### src/rtl/pmag_pkg.sv
package pmag_pkg;

    localparam int ADDR_W   = 32;
    localparam int LEN_W    = 17;
    localparam int STEP_W   = 11;
    localparam int STEP_HI_MSB = 31;
    localparam int STEP_HI_LSB = 28;
    localparam int STEP_LO_MSB = 23;
    localparam int STEP_LO_LSB = 17;
    localparam int STEP_HI_W = STEP_HI_MSB - STEP_HI_LSB + 1;
    localparam int STEP_LO_W = STEP_LO_MSB - STEP_LO_LSB + 1;
    localparam int WIDE_W   = ADDR_W + 2;

    typedef enum logic [2:0] {
        AM_ABS_SET  = 3'd0,
        AM_POST_REG = 3'd1,
        AM_POST_IMM = 3'd2,
        AM_BREV     = 3'd3,
        AM_CIRC_IMM = 3'd4,
        AM_CIRC_REG = 3'd5,
        AM_RSVD6    = 3'd6,
        AM_RSVD7    = 3'd7
    } am_mode_e;

    typedef struct packed {
        logic [ADDR_W-1:0] ea;
        logic [ADDR_W-1:0] base_new;
        logic              base_wb;
        logic [ADDR_W-1:0] aux_val;
        logic              aux_we;
    } agu_res_t;

    function automatic logic [STEP_W-1:0] step_field(input logic [ADDR_W-1:0] m);
        return {m[STEP_HI_MSB:STEP_HI_LSB], m[STEP_LO_MSB:STEP_LO_LSB]};
    endfunction

    function automatic logic [LEN_W-1:0] buf_len(input logic [ADDR_W-1:0] m);
        return m[LEN_W-1:0];
    endfunction

endpackage

### src/rtl/pmag_brev.sv
module pmag_brev #(
    parameter int AW     = 32,
    parameter int BREV_W = 16
) (
    input  logic [AW-1:0] din,
    output logic [AW-1:0] dout
);
    generate
        for (genvar i = 0; i < BREV_W; i++) begin : g_rev
            assign dout[i] = din[BREV_W-1-i];
        end
        if (AW > BREV_W) begin : g_pass
            assign dout[AW-1:BREV_W] = din[AW-1:BREV_W];
        end
    endgenerate
endmodule

### src/rtl/pmag_circ.sv
module pmag_circ
    import pmag_pkg::*;
#(
    parameter int AW = ADDR_W,
    parameter int LW = LEN_W
) (
    input  logic [AW-1:0]        base,
    input  logic [AW-1:0]        start,
    input  logic [LW-1:0]        len,
    input  logic signed [AW+1:0] step,
    output logic [AW-1:0]        base_new
);
    localparam int XW = AW + 2;

    logic [AW-1:0]        off;
    logic signed [XW-1:0] sum;
    logic signed [XW-1:0] len_x;
    logic signed [XW-1:0] adj;

    always_comb begin
        off   = base - start;
        len_x = $signed({{(XW-LW){1'b0}}, len});
        sum   = $signed({2'b00, off}) + step;
        if (sum >= len_x) begin
            adj = sum - len_x;
        end else if (sum < 0) begin
            adj = sum + len_x;
        end else begin
            adj = sum;
        end
        if (len == '0) begin
            base_new = base + step[AW-1:0];
        end else begin
            base_new = start + adj[AW-1:0];
        end
    end

    // Range check of the wrap arithmetic for in-buffer operands
    logic signed [XW-1:0] step_mag;
    always_comb begin
        step_mag = (step < 0) ? -step : step;
        if (len != '0 && $signed({2'b00, off}) < len_x && step_mag <= len_x) begin
            assert_wrap_range_R9: assert (adj >= 0 && adj < len_x)
                else $error("circular result left its buffer");
        end
    end
endmodule

### src/rtl/pmag_core.sv
module pmag_core
    import pmag_pkg::*;
#(
    parameter int NUM_MOD = 2,
    parameter int IMM_W   = 16,
    parameter int BREV_W  = 16,
    localparam int IDX_W  = (NUM_MOD > 1) ? $clog2(NUM_MOD) : 1
) (
    input  logic [2:0]                mode,
    input  logic [ADDR_W-1:0]         base,
    input  logic [ADDR_W-1:0]         modr,
    input  logic [IDX_W-1:0]          mod_idx,
    input  logic [NUM_MOD*ADDR_W-1:0] cs_bank,
    input  logic [IMM_W-1:0]          imm,
    input  logic [1:0]                size,
    output agu_res_t                  res
);
    logic [ADDR_W-1:0] starts [NUM_MOD];
    generate
        for (genvar k = 0; k < NUM_MOD; k++) begin : g_cs
            assign starts[k] = cs_bank[k*ADDR_W +: ADDR_W];
        end
    endgenerate

    am_mode_e          md;
    logic [ADDR_W-1:0] imm_z;
    logic [ADDR_W-1:0] imm_s;
    logic [ADDR_W-1:0] start_sel;
    logic [ADDR_W-1:0] brev_ea;
    logic [ADDR_W-1:0] circ_nb;
    logic signed [WIDE_W-1:0] fld_x;
    logic signed [WIDE_W-1:0] step;

    assign md        = am_mode_e'(mode);
    assign imm_z     = {{(ADDR_W-IMM_W){1'b0}}, imm};
    assign imm_s     = {{(ADDR_W-IMM_W){imm[IMM_W-1]}}, imm};
    assign start_sel = (int'(mod_idx) < NUM_MOD) ? starts[mod_idx] : '0;

    always_comb begin
        logic [STEP_W-1:0] f;
        f     = step_field(modr);
        fld_x = {{(WIDE_W-STEP_W){f[STEP_W-1]}}, f};
        if (md == AM_CIRC_REG) begin
            step = fld_x <<< size;
        end else begin
            step = {{(WIDE_W-IMM_W){imm[IMM_W-1]}}, imm};
        end
    end

    pmag_brev #(.AW(ADDR_W), .BREV_W(BREV_W)) u_brev (
        .din  (base),
        .dout (brev_ea)
    );

    pmag_circ #(.AW(ADDR_W), .LW(LEN_W)) u_circ (
        .base     (base),
        .start    (start_sel),
        .len      (buf_len(modr)),
        .step     (step),
        .base_new (circ_nb)
    );

    always_comb begin
        res = '{ea: base, base_new: base, base_wb: 1'b0, aux_val: '0, aux_we: 1'b0};
        unique case (md)
            AM_ABS_SET: begin
                res.ea      = imm_z;
                res.aux_val = imm_z;
                res.aux_we  = 1'b1;
            end
            AM_POST_REG: begin
                res.base_new = base + modr;
                res.base_wb  = 1'b1;
            end
            AM_POST_IMM: begin
                res.base_new = base + imm_s;
                res.base_wb  = 1'b1;
            end
            AM_BREV: begin
                res.ea       = brev_ea;
                res.base_new = base + modr;
                res.base_wb  = 1'b1;
            end
            AM_CIRC_IMM, AM_CIRC_REG: begin
                res.base_new = circ_nb;
                res.base_wb  = 1'b1;
            end
            default: ;
        endcase
    end
endmodule

### src/rtl/pm_addr_gen.sv
module pm_addr_gen
    import pmag_pkg::*;
#(
    parameter int NUM_MOD = 2,
    parameter int IMM_W   = 16,
    parameter int BREV_W  = 16,
    localparam int IDX_W  = (NUM_MOD > 1) ? $clog2(NUM_MOD) : 1
) (
    input  logic                      clk,
    input  logic                      rst,
    input  logic                      in_vld,
    input  logic [2:0]                mode,
    input  logic [ADDR_W-1:0]         base,
    input  logic [ADDR_W-1:0]         modr,
    input  logic [IDX_W-1:0]          mod_idx,
    input  logic [NUM_MOD*ADDR_W-1:0] cs_bank,
    input  logic [IMM_W-1:0]          imm,
    input  logic [1:0]                size,
    output logic                      out_vld,
    output logic [ADDR_W-1:0]         ea,
    output logic [ADDR_W-1:0]         base_new,
    output logic                      base_wb,
    output logic [ADDR_W-1:0]         aux_val,
    output logic                      aux_we
);
    agu_res_t res_d;
    agu_res_t res_q;
    logic     vld_q;

    pmag_core #(.NUM_MOD(NUM_MOD), .IMM_W(IMM_W), .BREV_W(BREV_W)) u_core (
        .mode    (mode),
        .base    (base),
        .modr    (modr),
        .mod_idx (mod_idx),
        .cs_bank (cs_bank),
        .imm     (imm),
        .size    (size),
        .res     (res_d)
    );

    always_ff @(posedge clk) begin
        if (rst) begin
            res_q <= '0;
            vld_q <= 1'b0;
        end else begin
            vld_q <= in_vld;
            if (in_vld) begin
                res_q <= res_d;
            end
        end
    end

    assign out_vld  = vld_q;
    assign ea       = res_q.ea;
    assign base_new = res_q.base_new;
    assign base_wb  = res_q.base_wb;
    assign aux_val  = res_q.aux_val;
    assign aux_we   = res_q.aux_we;

    assert_latency_R2: assert property (@(posedge clk) disable iff (rst)
        in_vld |=> out_vld);

    assert_idle_hold_R2: assert property (@(posedge clk) disable iff (rst)
        !in_vld |=> (!out_vld && $stable(ea) && $stable(base_new)));

    assert_abs_set_R3: assert property (@(posedge clk) disable iff (rst)
        (in_vld && mode == 3'd0) |=> (aux_we && !base_wb && aux_val == ea));

    assert_post_ea_R4: assert property (@(posedge clk) disable iff (rst)
        (in_vld && (mode == 3'd1 || mode == 3'd2 || mode == 3'd4 || mode == 3'd5))
        |=> (ea == $past(base) && base_wb));

    assert_brev_upper_R6: assert property (@(posedge clk) disable iff (rst)
        (in_vld && mode == 3'd3) |=> (ea[ADDR_W-1:BREV_W] == $past(base[ADDR_W-1:BREV_W])));

    assert_reserved_R10: assert property (@(posedge clk) disable iff (rst)
        (in_vld && mode[2:1] == 2'b11) |=> (!base_wb && !aux_we && base_new == $past(base)));

    assert_aux_zero_R11: assert property (@(posedge clk) disable iff (rst)
        !aux_we |-> aux_val == '0);
endmodule

### config.mk
export PLATFORM = sky130hd
export DESIGN_NAME = pm_addr_gen
export DESIGN_NICKNAME = d
export VERILOG_FILES = /design/src/rtl/pmag_pkg.sv /design/src/rtl/pmag_brev.sv /design/src/rtl/pmag_circ.sv /design/src/rtl/pmag_core.sv /design/src/rtl/pm_addr_gen.sv
export SDC_FILE = /design/constraint.sdc
export NUM_CORES = 1
export LEC_CHECK = 0
export ABC_AREA = 1
export BUFFER_PORTS_ARGS = -buffer_cell sky130_fd_sc_hd__buf_2
export CAP_MARGIN = 20
export CORE_MARGIN = 2
export CORE_UTILIZATION = 55
export CTS_CLUSTER_DIAMETER = 60
export CTS_CLUSTER_SIZE = 10
export DETAILED_ROUTE_END_ITERATION = 8
export PLACE_DENSITY_LB_ADDON = 0.3
export SLEW_MARGIN = 5
export SYNTH_ARGS = -nofsm -noshare
export SYNTH_HDL_FRONTEND = slang
export SYNTH_SLANG_ARGS = --single-unit
### constraint.sdc
create_clock -name clk -period 18.2 [get_ports clk]
set_clock_uncertainty 0.2 [all_clocks]
set_input_delay 3.64 -clock clk [delete_from_list [all_inputs] [get_ports clk]]
set_output_delay 3.64 -clock clk [all_outputs]
set_load 0.005 [all_outputs]
==> impl_metrics.py, run 1 <==
metrics = {
    "synth": {
        "synth_simple_gate_area_frac": 0.295,
        "async_flop_share": 0,
        "synth_top_family_by_area": "simple AND/OR/NAND/NOR gates",
        "yosys_register_bits": 83,
        "avgSynthCellArea_um2": 5.69,
        "ys_types": 64,
        "seq_area_frac_synth": 0.0988,
        "netlist_area_um2": 16800,
        "synthAdderAreaFrac": 0.152,
        "synth_xor_area_frac": 0.0588,
        "ys_warn_count": 0,
        "synth_top_area_share": 0.162,
        "synth_edf_count": 0,
        "postSynthCellCount": 2957,
        "synth_ff_type": "dfxtp_1",
        "synth_top_cell_by_area": "nand2_1",
        "synth_compound_area_frac": 0.257,
        "synthMuxAreaShare": 0.00543,
        "synth_area_leaders": "nand2_1 16%, ha_1 14%, inv_1 10%",
    },
    "timing": {
        "tightestPinTransition_ns": 1.01,
        "rsz0062_at_grt": "no",
        "fin_crit_ns": 13.18,
        "hold_viol": 0,
        "slew_headroom": 0.319,
        "final.setup.tns_ns": 0,
        "timing.final.ws_setup_ns": 5.02,
        "slew_violations": 0,
        "setup_violations": 0,
        "fmax_ghz": 0.0759,
        "period_share": 0.724,
    },
    "job": {
        "max_cap_violations": 0,
    },
    "floorplan": {
        "core_um2": 30300,
        "die_area_um2": 32000,
        "initial_core_util": 0.554,
        "io_pins": 252,
        "dieHeight_um": 179,
        "die_x_um": 179,
        "rows": 64,
    },
    "min_path": {
        "hp-class": "reg2reg",
        "min_from": "ea[18]$_SDFFE_PP0P_",
        "hold_depth": 2,
        "hold-path-endpoint": "ea[18]$_SDFFE_PP0P_",
    },
    "routing": {
        "routed_via_density": 5.94,
        "wl_um": 66500,
        "firstDrtPassIters": 7,
        "drcViolationCount": 0,
        "post_drt_wl_per_cell_um": 18.8,
        "vias": 21000,
        "drtIter0Drc": 2210,
        "ant_nets": 0,
    },
    "setup_path": {
        "timing.critical_path.mode_cell": "nand2_1",
        "critPathMaxFanout": 62,
        "required_ns": 18.23,
        "cp-end-kind": "flop",
        "r2r_start": "base_new[5]$_SDFFE_PP0P_",
        "worstRegToRegCells": 2,
        "worstReg2RegEnd": "base_new[5]$_SDFFE_PP0P_",
        "rrSetupSlack_ns": 17.24,
        "slowest_stage": "buf_4",
        "criticalPathCategory": "in2reg",
        "critPathLaunchType": "input pin",
        "cp_slowest_stage_delay_ns": 0.44,
        "cp_data_arrival_time_ns": 13.21,
    },
    "grt": {
        "antenna_found_initial": 0,
        "grt_pass1_wl_um": 98600,
        "grt-ovfl-total": 0,
        "grt_max_degree": 89,
        "grt_pass1_vias": 19000,
        "track_usage": 0.398,
    },
    "power_and_ir_drop": {
        "power.share.sequential": 0.079,
        "p_int_mw": 1.04,
        "p_sw_mw": 1.60,
        "p_clk_frac": 0.079,
        "power_frac_comb": 0.842,
        "power_density_nw_per_um2": 143,
        "peakVddDrop_mv": 0.139,
        "leakage_nw": 9.95,
        "netSwitchingFraction": 0.607,
    },
    "layout": {
        "drive_gt1_frac": 0.102,
        "diodes": 0,
        "nets": 3486,
        "num-fill-cells": 3050,
        "design_area_um2": 18500,
        "area_growth_pct": 10.1,
        "final_cells": 3534,
    },
    "cts": {
        "cts_resized": 0,
        "cts_sinks": 83,
        "cts_root_buf": "clkbuf_16",
        "clkSlewWorstSetupHoldPaths_ns": 0.06,
        "cts_tree": "yes",
        "cts_buffers": 9,
        "insertion_delay_ns": 0.35,
        "postCtsHoldBufs": 0,
        "clock_path_buffers": 2,
        "cts_setup_buffers": 0,
        "htreeDepth": 3,
    },
    "placed_design": {
        "place_inst": 3518,
        "pre_cts_slack_ns": 4.79,
        "place.gp.congestion": 1.06,
        "port_buffers": 235,
        "post_dp_cell_area_um2": 18200,
        "hpwl_um": 55000,
    },
    "status": {
        "outcome": "finished clean",
    },
}
## kinds of logic (layout without fill, tap and decap cells)
| kind of cell | Yosys count | in the layout |
|---|---|---|
| fa+ha+maj | 200 | 200 |
| xor+xnor | 113 | 113 |
| mux | 9 | 9 |
| buf+inv | 574 | 740 |
| flops | 83 | 83 |
| compound gates | 785 | 785 |
| other cells | 1 | 16 |
| simple gates | 1192 | 1192 |
## per-stage QoR
step | utilization | power [mW] | hold slack [ns]
finish | 0.610 | 2.64 | 0.264
global route | 0.610 | 2.87 | 0.289
CTS | 0.610 | 2.56 | 0.265
detailed placement | 0.599 | 2.34 | 0.255
global placement | 0.599 | 2.32 | 0.249
floorplan | - | 1.77 | 0.262
## Yosys cell counts (4+ instances only)
master	number
a31oi_1	43
nand2_1	724
nor4_1	16
o21bai_1	6
inv_1	456
o21ai_0	296
o21a_1	10
o22ai_1	4
o221ai_1	7
nand3b_1	8
nand2_2	14
a21oi_1	317
or2_2	6
a21o_1	9
clkbuf_1	71
o21ai_2	4
nand3_1	132
ha_1	193
o211ai_1	26
mux2i_1	8
fa_1	7
inv_2	16
a211oi_1	4
o31ai_1	8
nor2_2	9
clkinv_1	6
o21ai_1	19
dfxtp_1	83
nand4_1	28
xor2_1	86
a221oi_1	11
buf_4	17
nor2_1	214
a41oi_1	4
xnor2_1	27
nor3_1	26
## worst max-delay path by stage
| stage | endpoint | depth (start not counted) | startpoint |
|---|---|---|---|
| after floorplan | base_new[22]$_SDFFE_PP0P_ | 58 | mod_idx |
| after global placement | base_new[22]$_SDFFE_PP0P_ | 51 | mod_idx |
| after detailed placement | base_new[22]$_SDFFE_PP0P_ | 56 | mod_idx |
| after CTS | base_new[22]$_SDFFE_PP0P_ | 56 | mod_idx |
| after global routing | base_new[22]$_SDFFE_PP0P_ | 56 | mod_idx |
| final | base_new[22]$_SDFFE_PP0P_ | 56 | mod_idx |
## metal layers
| metal | vias to the layer above | routed length, µm | track usage |
|---|---|---|---|
| met4 | 0 | 3510 | 0.204 |
| met3 | 209 | 6490 | 0.0388 |
| met1 | 9483 | 26500 | 0.504 |
| li1 | 10100 | - | - |
| met5 | - | 0 | 0 |
| met2 | 1177 | 29900 | 0.671 |
## critical path, delay by kind of cell
| kind | cells | cell delay [ns] |
|---|---|---|
| multiplexers | 1 | 0.42 |
| AO/OA/AOI/OAI | 12 | 2.10 |
| buffers and inverters | 6 | 0.94 |
| XOR/XNOR | 2 | 0.21 |
| adder cells (fa/ha/maj) | 6 | 2.10 |
| AND/OR/NAND/NOR | 29 | 3.74 |
## registers in the layout (all words and copies together), names as in the netlist
| signal | count |
|---|---|
| base_new | 32 |
| aux_we | 1 |
| ea | 32 |
| base_wb | 1 |
| out_vld | 1 |
| aux_val | 16 |
## layout make-up
type | instances | area, µm² | share of cell area
clock inverter | 7 | 106 | 0.00575
inverter | 479 | 1800 | 0.0973
multi-input combinational | 2315 | 13000 | 0.701
timing repair buffer | 245 | 1250 | 0.0676
tap | 396 | 495 | 0.0268
clock buffer | 9 | 225 | 0.0122
sequential | 83 | 1660 | 0.0898
## placed cells by master, fill, tap and decap left out, types with 11 or more instances in the layout
master / count
inv_1: 456
a21oi_1: 317
o21ai_1: 19
nand2_2: 14
dfxtp_1: 83
o211ai_1: 26
conb_1: 16
buf_2: 235
nor3_1: 26
xor2_1: 86
nand2_1: 724
a31oi_1: 43
o21ai_0: 296
nor2_1: 213
inv_2: 16
xnor2_1: 27
a221oi_1: 11
nand4_1: 28
nand3_1: 132
nor4_1: 16
ha_1: 193
## power by group through the flow
stage	Clock, mW	Combinational (mW)	Sequential (mW)
after floorplan	0	1.56	0.212
after global placement	0	2.11	0.211
after detailed placement	0	2.13	0.212
after CTS	0.208	2.14	0.208
after global routing	0.214	2.45	0.210
final	0.209	2.22	0.209
Power figures use the tool's default switching activity.
==> run 2, diff against run 1 <==
--- a/config.mk
+++ b/config.mk
@@ -5,7 +5,7 @@
 export SDC_FILE = /design/constraint.sdc
 export NUM_CORES = 1
 export LEC_CHECK = 0
-export ABC_AREA = 1
+export ABC_AREA = 0
 export BUFFER_PORTS_ARGS = -buffer_cell sky130_fd_sc_hd__buf_2
 export CAP_MARGIN = 20
 export CORE_MARGIN = 2
==> constraint.sdc (replaced) <==
create_clock -name clk -period 13.1 [get_ports clk]
set_clock_uncertainty 0.2 [all_clocks]
set_input_delay 2.62 -clock clk [delete_from_list [all_inputs] [get_ports clk]]
set_output_delay 2.62 -clock clk [all_outputs]
set_load 0.005 [all_outputs]
==> impl_metrics.py, run 2 <==
metrics = {
    "routing": {
        "route.met3.wl_um": 3920,
        "drt-met1-wl_um": 21300,
        "highest_layer": "met4",
        "routed_via_density": 6.36,
        "wl_met2_um": 24500,
        "drcViolationCount": 0,
        "post_drt_wl_per_cell_um": 19.6,
        "wl_um": 52600,
        "drtIter0Drc": 2090,
        "ant_nets": 0,
        "firstDrtPassIters": 6,
        "vias": 17100,
    },
    "floorplan": {
        "initial_core_util": 0.563,
        "die_area_um2": 29100,
        "core_um2": 27100,
        "rows": 60,
        "die_x_um": 171,
        "dieHeight_um": 171,
        "io_pins": 252,
    },
    "setup_path": {
        "cp-end-kind": "flop",
        "cp_data_arrival_time_ns": 12.66,
        "slowest_stage": "or4b_2",
        "required_ns": 13.15,
        "cp_slowest_stage_delay_ns": 0.62,
        "timing.critical_path.mode_cell": "a21oi_1",
        "critPathMaxFanout": 12,
        "critPathLaunchType": "input pin",
        "criticalPathCategory": "in2reg",
    },
    "timing": {
        "slew_violations": 0,
        "setup_violations": 0,
        "slew_headroom": 0.373,
        "period_share": 0.962,
        "hold_viol": 0,
        "fin_crit_ns": 12.60,
        "fmax_ghz": 0.0793,
        "holdWs_ns": 0.268,
        "tightestPinTransition_ns": 0.941,
    },
    "synth": {
        "synth_top_cell_by_area": "ha_1",
        "async_flop_share": 0,
        "avgSynthCellArea_um2": 7.24,
        "synth_top_area_share": 0.158,
        "seq_area_frac_synth": 0.109,
        "postSynthCellCount": 2107,
        "synth_area_leaders": "ha_1 16%, dfxtp_1 11%, a21oi_1 6.0%",
        "yosys_register_bits": 83,
        "ys_warn_count": 0,
        "synth_ff_type": "dfxtp_1",
        "synth_commonest_cells": "193 x ha_1, 183 x a21oi_1, 178 x nor2_1",
        "netlist_area_um2": 15300,
        "ys_types": 86,
        "synth_edf_count": 0,
        "synth_most_common_cell": "ha_1",
    },
    "placed_design": {
        "place_inst": 2656,
        "hpwl_um": 42600,
        "port_buffers": 235,
        "place.gp.congestion": 1.04,
    },
    "layout": {
        "nets": 2655,
        "area_growth_pct": 12.9,
        "final_cell_mix": "233 x buf_2, 191 x ha_1, 183 x a21oi_1",
        "final_common_cell": "buf_2",
        "final_cells": 2680,
        "drive_gt1_frac": 0.168,
        "regArea_um2": 1660,
        "num-fill-cells": 2520,
        "multi_input_area_um2": 12900,
    },
    "grt": {
        "antenna_found_initial": 1,
        "track_usage": 0.347,
        "grt_pass1_wl_um": 80700,
        "grt-ovfl-total": 0,
        "grt_pass1_vias": 15300,
        "grt_max_degree": 104,
    },
    "power_and_ir_drop": {
        "power_density_nw_per_um2": 197,
        "peakVddDrop_mv": 0.135,
        "leakage_nw": 8.08,
        "p_sw_mw": 1.83,
        "p_clk_frac": 0.079,
        "netSwitchingFraction": 0.538,
        "power_frac_comb": 0.836,
        "p_int_mw": 1.57,
        "power.share.sequential": 0.085,
    },
    "job": {
        "max_cap_violations": 0,
    },
    "cts": {
        "clkSlewWorstSetupHoldPaths_ns": 0.07,
        "insertion_delay_ns": 0.34,
        "cts_buffers": 9,
        "cts_tree": "yes",
        "htreeDepth": 3,
        "cts_sinks": 83,
        "cts_root_buf": "clkbuf_16",
        "clock_path_buffers": 2,
    },
    "status": {
        "outcome": "finished clean",
    },
    "min_path": {
        "hp-class": "reg2reg",
    },
}
[run 2: cell count changes in the layout (fill, tap and decap cells not counted), sizes merged, moves of 60 or more]
| cell | before | now |
|---|---|---|
| nand2 | 739 | 173 |
| inv | 477 | 98 |
| o21ai | 319 | 127 |
| a21oi | 317 | 187 |
| a21o | 9 | 98 |
| xnor2 | 27 | 102 |
| nand2b | 0 | 68 |
| nand3 | 133 | 73 |
[run 2: per-stage QoR]
step	setup TNS (ns)	area [µm²]	setup WS (ns)	utilization	total power, mW
final	0	17200	0.496	0.635	3.40
after global routing	-0.0886	17200	-0.0692	0.635	3.66
after CTS	0	17100	0.0996	0.630	3.30
after detailed placement	-0.229	16800	-0.199	0.618	3.02
after global placement	0	16800	0.0385	0.618	2.97
after floorplan	0	15300	0.722	-	2.33
[run 2: power by group through the flow]
| stage | Clock, mW | Combinational [mW] | Sequential, mW |
|---|---|---|---|
| 2_1_floorplan | 0 | 2.03 | 0.296 |
| 3_3_place_gp | 0 | 2.68 | 0.294 |
| 3_5_place_dp | 0 | 2.72 | 0.294 |
| 4_1_cts | 0.268 | 2.74 | 0.289 |
| 5_1_grt | 0.281 | 3.09 | 0.291 |
| 6_report | 0.267 | 2.84 | 0.289 |
[run 2: cell families after synthesis]
kind of cell / Yosys count / share of synthesized area
other: 1 / 0.000246
and+or+nand+nor: 692 / 0.222
adders and majority gates: 200 / 0.167
xor gates and xnor gates: 151 / 0.0867
buffers and inverters: 207 / 0.0568
muxes: 68 / 0.0490
AOI/OAI and AO/OA: 705 / 0.309
DFF: 83 / 0.109
[run 2: worst max-delay path: cells and delay by family]
family          cells  cell delay, ns
buf+inv             2            0.38
fa+ha+maj           4            1.36
simple gates       17            3.75
xor+xnor            2            0.35
compound gates     19            3.79
mux                 1            0.38
[run 2: final timing paths]
kind | endpoint | slack (ns) | cells after the start | start
worst min register to register | ea[29]$_SDFFE_PP0P_ | 0.27 | 2 | ea[29]$_SDFFE_PP0P_
worst max register to register | base_new[31]$_SDFFE_PP0P_ | 11.97 | 3 | base_new[31]$_SDFFE_PP0P_
worst min-delay path | ea[29]$_SDFFE_PP0P_ | 0.27 | 2 | ea[29]$_SDFFE_PP0P_
worst max-delay path | base_new[27]$_SDFFE_PP0P_ | 0.50 | 45 | mod_idx
[run 2: area by class of cell]
type,instances,area share
Antenna cell,1,0.000145
Clock buffer,10,0.0139
Clock inverter,6,0.00414
Inverter,96,0.0209
Multi-Input combinational cell,1832,0.749
Sequential cell,83,0.0965
Tap cell,372,0.0270
Timing Repair Buffer,280,0.0884
[run 2: per-layer routing]
metal	GRT usage	vias to the layer above
met1	0.436	7916
met2	0.590	834
li1	-	8145
met5	0	-
met4	0.172	0
met3	0.0359	157
[run 2: timing repair]
item / in CTS / in global routing
hold buffers: 0 / 0
endpoints found under the setup margin: 0 / 16
resized for setup: 0 / 29
buffers inserted: 0 / 6
==> run 3, diff against run 2 <==
--- a/config.mk
+++ b/config.mk
@@ -5,7 +5,7 @@
 export SDC_FILE = /design/constraint.sdc
 export NUM_CORES = 1
 export LEC_CHECK = 0
-export ABC_AREA = 0
+export ABC_AREA = 1
 export BUFFER_PORTS_ARGS = -buffer_cell sky130_fd_sc_hd__buf_2
 export CAP_MARGIN = 20
 export CORE_MARGIN = 2
@@ -13,8 +13,8 @@
 export CTS_CLUSTER_DIAMETER = 60
 export CTS_CLUSTER_SIZE = 10
 export DETAILED_ROUTE_END_ITERATION = 8
+export HOLD_SLACK_MARGIN = 0.05
 export PLACE_DENSITY_LB_ADDON = 0.3
-export SLEW_MARGIN = 5
 export SYNTH_ARGS = -nofsm -noshare
 export SYNTH_HDL_FRONTEND = slang
 export SYNTH_SLANG_ARGS = --single-unit
==> impl_metrics.py, run 3 (synthesized netlist as in run 1, its figures left out) <==
metrics = {
    "min_path": {
        "hp-class": "reg2reg",
        "min_from": "ea[17]$_SDFFE_PP0P_",
    },
    "power_and_ir_drop": {
        "p_sw_mw": 2.23,
        "power_frac_comb": 0.846,
        "peakVddDrop_mv": 0.193,
        "p_int_mw": 1.42,
        "leakage_nw": 9.94,
        "power_density_nw_per_um2": 197,
        "power.share.sequential": 0.079,
        "p_clk_frac": 0.075,
        "netSwitchingFraction": 0.610,
    },
    "layout": {
        "final_common_cell": "nand2_1",
        "nets": 3487,
        "final_cell_mix": "724 x nand2_1, 456 x inv_1, 317 x a21oi_1",
        "drive_gt1_frac": 0.103,
        "design_area_um2": 18500,
        "area_growth_pct": 10.0,
        "diodes": 0,
    },
    "routing": {
        "drtIter0Drc": 2285,
        "vias": 20900,
        "ant_nets": 0,
        "routed_via_density": 5.90,
        "drcViolationCount": 0,
        "firstDrtPassIters": 6,
        "post_drt_wl_per_cell_um": 18.6,
        "wl_um": 65900,
    },
    "setup_path": {
        "critPathMaxFanout": 33,
        "cp-end-kind": "flop",
        "r2r_start": "base_new[21]$_SDFFE_PP0P_",
        "crit_start": "mod_idx",
        "timing.critical_path.mode_cell": "nand2_1",
        "cp_slowest_stage_delay_ns": 0.44,
        "rrSetupSlack_ns": 12.10,
        "required_ns": 13.13,
        "cp_data_arrival_time_ns": 12.04,
        "slowest_stage": "fa_1",
        "critical_path.endpoint": "base_new[22]$_SDFFE_PP0P_",
        "worstRegToRegCells": 2,
        "cp.depth": 55,
        "crit_family": "simple AND/OR/NAND/NOR gates",
        "crit_buf_inv": 5,
        "criticalPathCategory": "in2reg",
        "critPathLaunchType": "input pin",
        "worstReg2RegEnd": "base_new[21]$_SDFFE_PP0P_",
    },
    "timing": {
        "timing.final.ws_setup_ns": 1.09,
        "fmax_ghz": 0.0833,
        "period_share": 0.917,
        "slew_headroom": 0.316,
        "fin_crit_ns": 12.01,
        "setup_violations": 0,
        "rsz0062_at_grt": "no",
        "final.setup.tns_ns": 0,
        "tightestPinTransition_ns": 1.02,
        "holdWs_ns": 0.263,
        "slew_violations": 0,
        "hold_viol": 0,
    },
    "grt": {
        "gr-usage-met1": 0.507,
        "grt_pass1_wl_um": 99700,
        "grt_pass1_vias": 19100,
        "grt_max_degree": 89,
        "track_usage": 0.400,
        "grt-busiest-layer": "met2",
        "gr-usage-met2": 0.671,
        "grt-ovfl-total": 0,
        "gr-usage-met3": 0.0447,
        "antenna_found_initial": 1,
    },
    "floorplan": {
        "core_um2": 30300,
        "die_x_um": 179,
        "die_area_um2": 32000,
        "io_pins": 252,
        "initial_core_util": 0.554,
        "dieHeight_um": 179,
        "rows": 64,
    },
    "status": {
        "outcome": "finished clean",
    },
    "placed_design": {
        "post_dp_cell_area_um2": 18200,
        "place.gp.congestion": 1.02,
        "port_buffers": 235,
        "pre_cts_slack_ns": 0.875,
        "hpwl_um": 54500,
    },
    "cts": {
        "postCtsHoldBufs": 0,
        "cts_root_buf": "clkbuf_16",
        "clkSlewWorstSetupHoldPaths_ns": 0.06,
        "cts_sinks": 83,
        "cts_tree": "yes",
        "cts_resized": 0,
        "insertion_delay_ns": 0.37,
        "htreeDepth": 3,
        "cts_setup_buffers": 0,
        "clock_path_buffers": 2,
        "cts_buffers": 9,
    },
    "job": {
        "max_cap_violations": 0,
    },
}
[run 3: cell count changes in the layout (fill, tap and decap cells not counted), sizes merged, moves of 46 or more]
cell	change
xnor2	-75
inv	+378
a21oi	+130
nor2	+46
o21ai	+192
nand2b	-68
a21o	-89
nand2	+566
nand3	+60
[run 3: worst register-to-register path: stages (launching register included)]
cell and delay [ns]:
dfxtp_1 0.32, o21ai_0 0.12, a31oi_1 0.27
[run 3: power groups by stage]
stage / logic, mW / clock network (mW) / registers [mW]
global placement: 2.93 / 0 / 0.293
finish: 3.09 / 0.272 / 0.289
global route: 3.42 / 0.281 / 0.291
CTS: 2.98 / 0.271 / 0.288
floorplan: 2.16 / 0 / 0.294
detailed placement: 2.96 / 0 / 0.294
[run 3: area by class of cell]
type / count / area [µm²]
multi-input cells: 2315 / 13000
fillers: 3085 / 11900
clock buffers: 9 / 225
repair buffers: 246 / 1260
well taps: 396 / 495
inverters: 479 / 1800
flip-flops and latches: 83 / 1660
clock inverters: 7 / 82.6
[run 3: layer usage]
| layer | vias to the layer above | part of all wire |
|---|---|---|
| li1 | 10100 | - |
| met1 | 9461 | 0.40 |
| met2 | 1078 | 0.45 |
| met3 | 197 | 0.098 |
| met4 | 0 | 0.051 |
| met5 | - | 0 |
[run 3: worst min path at each step]
stage          cells after the start  slack, ns                        to
5_1_grt                            2       0.28       ea[17]$_SDFFE_PP0P_
3_5_place_dp                       2       0.25       ea[17]$_SDFFE_PP0P_
6_report                           2       0.26       ea[17]$_SDFFE_PP0P_
3_3_place_gp                       2       0.25       ea[17]$_SDFFE_PP0P_
2_1_floorplan                      2       0.26  aux_val[15]$_SDFFE_PP0P_
4_1_cts                            2       0.26       ea[17]$_SDFFE_PP0P_
[run 3: through the flow]
stage               instances  utilization  total power, mW
detailed placement       3519        0.599             3.25
global placement         3519        0.599             3.23
global route             3535        0.610             3.99
CTS                      3535        0.610             3.54
finish                   3535        0.610             3.65
floorplan                2972            -             2.46
